--- src/rtl/simt_mask_pkg.sv ---
package simt_mask_pkg;
  typedef enum logic [1:0] {
    OP_NONE = 2'b00,
    OP_PUSH = 2'b01,
    OP_COMP = 2'b10,
    OP_POP  = 2'b11
  } mask_op_e;
endpackage

--- src/rtl/simt_mask_lifo.sv ---
module simt_mask_lifo #(
  parameter int unsigned LANES = 32,
  parameter int unsigned DEPTH = 4,
  localparam int unsigned DW   = $clog2(DEPTH + 1)
) (
  input  logic             clk_i,
  input  logic             rst_ni,
  input  logic             push_i,
  input  logic             pop_i,
  input  logic [LANES-1:0] din_i,
  output logic [LANES-1:0] top_o,
  output logic [DW-1:0]    depth_o,
  output logic             full_o,
  output logic             empty_o
);
  logic [DW-1:0]    depth_q;
  logic [LANES-1:0] mem_q [DEPTH];

  for (genvar i = 0; i < DEPTH; i++) begin : g_entry
    always_ff @(posedge clk_i or negedge rst_ni) begin
      if (!rst_ni)                             mem_q[i] <= '1;
      else if (push_i && depth_q == DW'(i))    mem_q[i] <= din_i;
    end
  end

  always_ff @(posedge clk_i or negedge rst_ni) begin
    if (!rst_ni)     depth_q <= '0;
    else if (push_i) depth_q <= depth_q + DW'(1);
    else if (pop_i)  depth_q <= depth_q - DW'(1);
  end

  always_comb begin
    top_o = '1;
    for (int i = 0; i < DEPTH; i++)
      if (depth_q == DW'(i + 1)) top_o = mem_q[i];
  end

  assign depth_o = depth_q;
  assign full_o  = (depth_q == DW'(DEPTH));
  assign empty_o = (depth_q == '0);
endmodule

--- src/rtl/simt_mask_next.sv ---
module simt_mask_next
  import simt_mask_pkg::*;
#(
  parameter int unsigned LANES = 32
) (
  input  mask_op_e         op_i,
  input  logic [LANES-1:0] cur_i,
  input  logic [LANES-1:0] pred_i,
  input  logic [LANES-1:0] top_i,
  input  logic             full_i,
  input  logic             empty_i,
  output logic [LANES-1:0] nxt_o,
  output logic             push_o,
  output logic             pop_o,
  output logic             uni_o,
  output logic             ovf_o,
  output logic             unf_o
);
  logic [LANES-1:0] split_m, flip_m;

  assign split_m = cur_i & pred_i;
  assign flip_m  = top_i & ~cur_i;   // other path, limited to lanes live before split

  always_comb begin
    nxt_o  = cur_i;
    push_o = 1'b0;
    pop_o  = 1'b0;
    uni_o  = 1'b0;
    ovf_o  = 1'b0;
    unf_o  = 1'b0;
    unique case (op_i)
      OP_PUSH: begin
        if (full_i) ovf_o = 1'b1;
        else begin
          nxt_o  = split_m;
          push_o = 1'b1;
          uni_o  = (split_m == '0) || (split_m == cur_i);
        end
      end
      OP_COMP: begin
        if (empty_i) unf_o = 1'b1;
        else begin
          nxt_o = flip_m;
          uni_o = (flip_m == '0);
        end
      end
      OP_POP: begin
        if (empty_i) unf_o = 1'b1;
        else begin
          nxt_o = top_i;
          pop_o = 1'b1;
        end
      end
      default: ;
    endcase
  end
endmodule

--- src/rtl/simt_mask_stack.sv ---
module simt_mask_stack
  import simt_mask_pkg::*;
#(
  parameter int unsigned LANES = 32,
  parameter int unsigned DEPTH = 4,
  localparam int unsigned DW   = $clog2(DEPTH + 1)
) (
  input  logic             clk_i,
  input  logic             rst_ni,
  input  logic [1:0]       op_i,
  input  logic [LANES-1:0] pred_i,
  input  logic [LANES-1:0] wr_req_i,
  output logic [LANES-1:0] active_mask_o,
  output logic [LANES-1:0] commit_o,
  output logic [DW-1:0]    depth_o,
  output logic             uniform_o,
  output logic             overflow_o,
  output logic             underflow_o
);
  logic [LANES-1:0] mask_q, mask_d, top;
  logic             push, pop, uni, ovf, unf, full, empty;
  logic             uni_q, ovf_q, unf_q;

  simt_mask_lifo #(.LANES(LANES), .DEPTH(DEPTH)) lifo_i (
    .clk_i   (clk_i),
    .rst_ni  (rst_ni),
    .push_i  (push),
    .pop_i   (pop),
    .din_i   (mask_q),
    .top_o   (top),
    .depth_o (depth_o),
    .full_o  (full),
    .empty_o (empty)
  );

  simt_mask_next #(.LANES(LANES)) next_i (
    .op_i    (mask_op_e'(op_i)),
    .cur_i   (mask_q),
    .pred_i  (pred_i),
    .top_i   (top),
    .full_i  (full),
    .empty_i (empty),
    .nxt_o   (mask_d),
    .push_o  (push),
    .pop_o   (pop),
    .uni_o   (uni),
    .ovf_o   (ovf),
    .unf_o   (unf)
  );

  always_ff @(posedge clk_i or negedge rst_ni) begin
    if (!rst_ni) begin
      mask_q <= '1;
      uni_q  <= 1'b0;
      ovf_q  <= 1'b0;
      unf_q  <= 1'b0;
    end else begin
      mask_q <= mask_d;
      uni_q  <= uni;
      ovf_q  <= ovf;
      unf_q  <= unf;
    end
  end

  assign active_mask_o = mask_q;
  assign commit_o      = mask_q & wr_req_i;
  assign uniform_o     = uni_q;
  assign overflow_o    = ovf_q;
  assign underflow_o   = unf_q;
endmodule

--- config.mk ---
export PLATFORM = sky130hd
export DESIGN_NAME = simt_mask_stack
export DESIGN_NICKNAME = d
export VERILOG_FILES = /design/src/rtl/simt_mask_pkg.sv /design/src/rtl/simt_mask_lifo.sv /design/src/rtl/simt_mask_next.sv /design/src/rtl/simt_mask_stack.sv
export SDC_FILE = /design/constraint.sdc
export NUM_CORES = 1
export LEC_CHECK = 0
export BUFFER_PORTS_ARGS = -buffer_cell sky130_fd_sc_hd__buf_4
export CORE_ASPECT_RATIO = 0.5
export CORE_MARGIN = 2
export CORE_UTILIZATION = 58
export DETAILED_ROUTE_END_ITERATION = 16
export HOLD_SLACK_MARGIN = 0.03
export PLACE_DENSITY = 0.82
export SYNTH_ARGS = -nofsm -noshare
export SYNTH_HDL_FRONTEND = slang
export SYNTH_SLANG_ARGS = --single-unit
export TNS_END_PERCENT = 20
--- constraint.sdc ---
create_clock -name clk_i -period 6.04 [get_ports clk_i]
set_input_delay 1.208 -clock clk_i [delete_from_list [all_inputs] [get_ports clk_i]]
set_output_delay 1.208 -clock clk_i [all_outputs]
set_load 0.01 [all_outputs]
==> impl_results.md <==
- Kind of end point of the critical path: flop
- R2R setup slack: about 2.4 ns
- Post-synthesis cell area: 8574 um^2
- Adder-cell share of the synthesized area: under 10%
- # diodes: 0
- Clock Skew: between 0.006 and 0.007 ns
- GPL Wtd Cong: 1.049
- Wirelength per Cell: between 20 and 25 um
- WP data required: ~6.4 ns
- Drt drc: 0
- DIE AREA: between 15,000 and 20,000 um^2
- Setup TNS: 0 ns
- CTS tree: yes
- Post-synthesis cell type count: 48
- CP Depth: 9
- Worst Tran Pin Value: 1.049 ns
- GRT Resource Usage Total: approximately two fifths
- CP top delay family: simple AND/OR/NAND/NOR gates
- Grt total ovfl: 0
- MaxCap Viol Count: 0
- Antenna violations before repair: 1
- Vias: 8,643
- Area Growth Syn to Fin: 19.96%
- Synth Area in Simple Gates: 14.20%
- Layout Nets: between 1,000 and 1,500
- Crit share post-route: slightly below 60%
- Port Buffers: about 140
- Synthesized Nets: between 1,000 and 1,500
- Worst path cell trace: inv_1 -> ha_1 -> nand2_1 -> and3_1 -> a21oi_1 -> o221ai_1 -> nor4_2 -> o221ai_1 -> o41ai_2
- Clock Latency Late Sink: 0.44 ns
- Max IR drop VDD: 0.3053 mV
- Share of layout cells above drive strength 1: 33.05%
- Status: finished, final reports clean
- Crit-path max cell delay: 0.72 ns
- Synth Area in Compound Gates: 28.34%
- First-pass GRT wire length: ~48,000 um
- Max Slew Vio Count: 0
- Initial DRC Count: around 1,400
- XOR/XNOR Fraction of Synth Area: less than 1%
- Total power: between 6 and 7 mW
- CP max FO: 24
- CP startpoint: lifo_i.depth_o[0]$_DFFE_PN0P_
- Most used DFF post-synth: dfstp_2
- Setup crit end: uniform_o$_DFF_PN0_
- Number of global-route vias before repair: ~8,000
- Hold WC Path Type: reg -> reg
- Main combinational cell family by area after synthesis: compound AO/OA/AOI/OAI gates
- Sequential area share after synthesis: roughly half
- CTS buffer count: 17
- Most used cell, CP: o221ai_1
- Root Driver: clkbuf_16
- Fin crit period: 3.602 ns
- R2r endpoint: uniform_o$_DFF_PN0_
- Post-route ant nets: 0
- Cells after synthesis: around 960
- Arrival time at the worst endpoint: between 3 and 4 ns
- Max Root-Sink Buffers: 2
- H-Tree Level Count: 4
- Power per cell area: 589.6 nW/um^2
- CTS sink count: about 170
- Synth Register Bits: around 170
- Placeable Area: 14,470 um^2
- Worst setup SP type: flop
- IO Count: approximately 140
- Clock-pin slew on the worst setup and hold paths: around 0.07 ns
- # hold bufs at CTS: 0
- Critical R2R Launch: lifo_i.depth_o[0]$_DFFE_PN0P_
- Setup repair bufs after CTS: 0
- FP Rows: 31
- Post-synth EDFFs: 0
- Multiplexer share of the synthesized area: 0.4669%
- PostCTS Resize Cnt: 0
- LEAKAGE: 4.167 nW
- Worst Reg-to-Reg Cells: 9
- CP Buf/Inv Count: 1
- Hold Vio Cnt, Final: 0
- YS warnings: 0
- Die X-Extent: approximately 180 um
- Die Ht: roughly 90 um
- Post-DP HPWL: around 22,000 um
- First-pass DRT Iterations: 6
- Routed WL: ~31,000 um
- Final hold slack: 0.4816 ns
- Asr flop ratio synth: 100.0%
- Worst path slowest cell: nand2_1
- Worst setup path class: reg -> reg
- Via density: between 6 and 7
- RSZ-0062 raised after global routing: no
- Max Fclk: about 280 MHz
- Final setup fails: 0
- Syn avg cell area: between 8 and 9 um^2
- Rel. slew slack: between 20% and 30%
- Largest net degree at the start of global routing: 81
- Fillers: 1,105
- Starting Density: 59.27%
## Yosys cell counts, types with 3 or more instances
cell,count,area (um^2)
nor3_1,6,30.03
nor4_1,4,25.02
dfrtp_1,6,150.1
a222oi_1,3,30.03
a22o_1,8,70.07
a22oi_1,18,135.1
o221ai_1,11,96.34
dfstp_2,160,4204
a21oi_1,110,550.5
nand2_1,149,559.3
or3_1,4,25.02
nand3_1,8,40.04
a21o_1,3,22.52
a221oi_1,8,70.07
and3_1,5,31.28
ha_1,9,112.6
o21ai_0,140,700.7
o211ai_1,3,22.52
buf_1,6,22.52
nand4_1,5,31.28
o22ai_1,48,300.3
mux2i_1,4,40.04
and2_1,33,206.5
inv_1,38,142.6
o32ai_1,31,271.5
clkinv_1,3,11.26
nor2b_1,5,31.28
clkbuf_1,59,221.5
nor3b_1,6,45.04
nor2_1,42,157.7
a211oi_1,4,30.03
## logic make-up (layout without fill, tap and decap cells)
family	Yosys count	count (layout)
AO/OA/AOI/OAI	401	401
XOR/XNOR	1	1
adder cells (fa/ha/maj)	9	9
buffers and inverters	109	225
flip-flops	166	166
multiplexers	4	4
AND/OR/NAND/NOR	271	271
## registers in the layout, indices dropped and copies added (netlist names)
name,count
lifo_i.mem_q,128
underflow_o,1
lifo_i.depth_o,3
uniform_o,1
active_mask_o,32
overflow_o,1
## worst reg2reg max path: stages, from the launching register on
cell,delay (ns)
dfrtp_1,0.43
inv_1,0.16
ha_1,0.44
nand2_1,0.73
and3_1,0.48
a21oi_1,0.12
o221ai_1,0.16
nor4_2,0.41
o221ai_1,0.21
o41ai_2,0.36
## layout make-up
cell class / count / area [um^2] / share of cell area (%)
clock buffers: 20 / 456.7 / 4.440
clock inverters: 12 / 96.34 / 0.9366
inverters: 42 / 157.7 / 1.533
multi-input cells: 686 / 3836 / 37.29
flip-flops and latches: 166 / 4354 / 42.33
well taps: 198 / 247.7 / 2.408
repair buffers: 151 / 1137 / 11.06
## per-layer routing
layer / global-route usage, % / vias up / wire (um)
met5: 0 / - / 13
met4: 10.61 / 2 / 890
met3: 13.96 / 100 / 4576
met2: 55.84 / 638 / 12960
met1: 58.74 / 4217 / 12550
li1: - / 3686 / -
## worst min path at each step
| stage | slack (ns) | to | cells past startpoint | startpoint |
|---|---|---|---|---|
| after floorplan | 0.46 | lifo_i.mem_q[18]$_DFFE_PN1P_ | 2 | lifo_i.mem_q[18]$_DFFE_PN1P_ |
| after global placement | 0.47 | lifo_i.mem_q[104]$_DFFE_PN1P_ | 2 | lifo_i.mem_q[104]$_DFFE_PN1P_ |
| after detailed placement | 0.47 | lifo_i.mem_q[72]$_DFFE_PN1P_ | 2 | lifo_i.mem_q[72]$_DFFE_PN1P_ |
| after CTS | 0.48 | lifo_i.mem_q[72]$_DFFE_PN1P_ | 2 | lifo_i.mem_q[72]$_DFFE_PN1P_ |
| after global routing | 0.50 | lifo_i.mem_q[5]$_DFFE_PN1P_ | 2 | lifo_i.mem_q[5]$_DFFE_PN1P_ |
| final | 0.48 | lifo_i.mem_q[76]$_DFFE_PN1P_ | 2 | lifo_i.mem_q[76]$_DFFE_PN1P_ |
## through the flow
step	instance area [um^2]	setup slack, ns	util [%]	instances
after CTS	10290	2.604	71.10	1275
after global routing	10290	2.278	71.10	1275
after floorplan	8574	3.022	-	961
after detailed placement	9733	2.544	67.27	1243
final	10290	2.438	71.10	1275
after global placement	9733	2.617	67.27	1243
## cell usage in the layout (no fill, tap or decap), types with 5 or more instances in the layout
master,synthesis,final
a21oi_1,110,110
a221oi_1,8,8
a22o_1,8,8
a22oi_1,18,18
and2_1,33,32
and3_1,5,5
buf_4,0,150
clkbuf_16,0,17
clkinv_4,0,6
dfrtp_1,6,6
dfstp_2,160,160
ha_1,9,8
inv_1,38,38
nand2_1,149,149
nand4_1,5,5
nor2_1,42,41
nor2b_1,5,5
nor3_1,6,6
nor3b_1,6,6
o21ai_0,140,140
o221ai_1,11,11
o22ai_1,48,48
o32ai_1,31,31
## power by group
part,internal [mW],switching [mW],leakage [nW]
Combinational,0.937,1.64,2.15
Sequential,1.94,0.515,1.74
Clock,0.554,0.472,0.271
(Power assumes the default switching activity.)
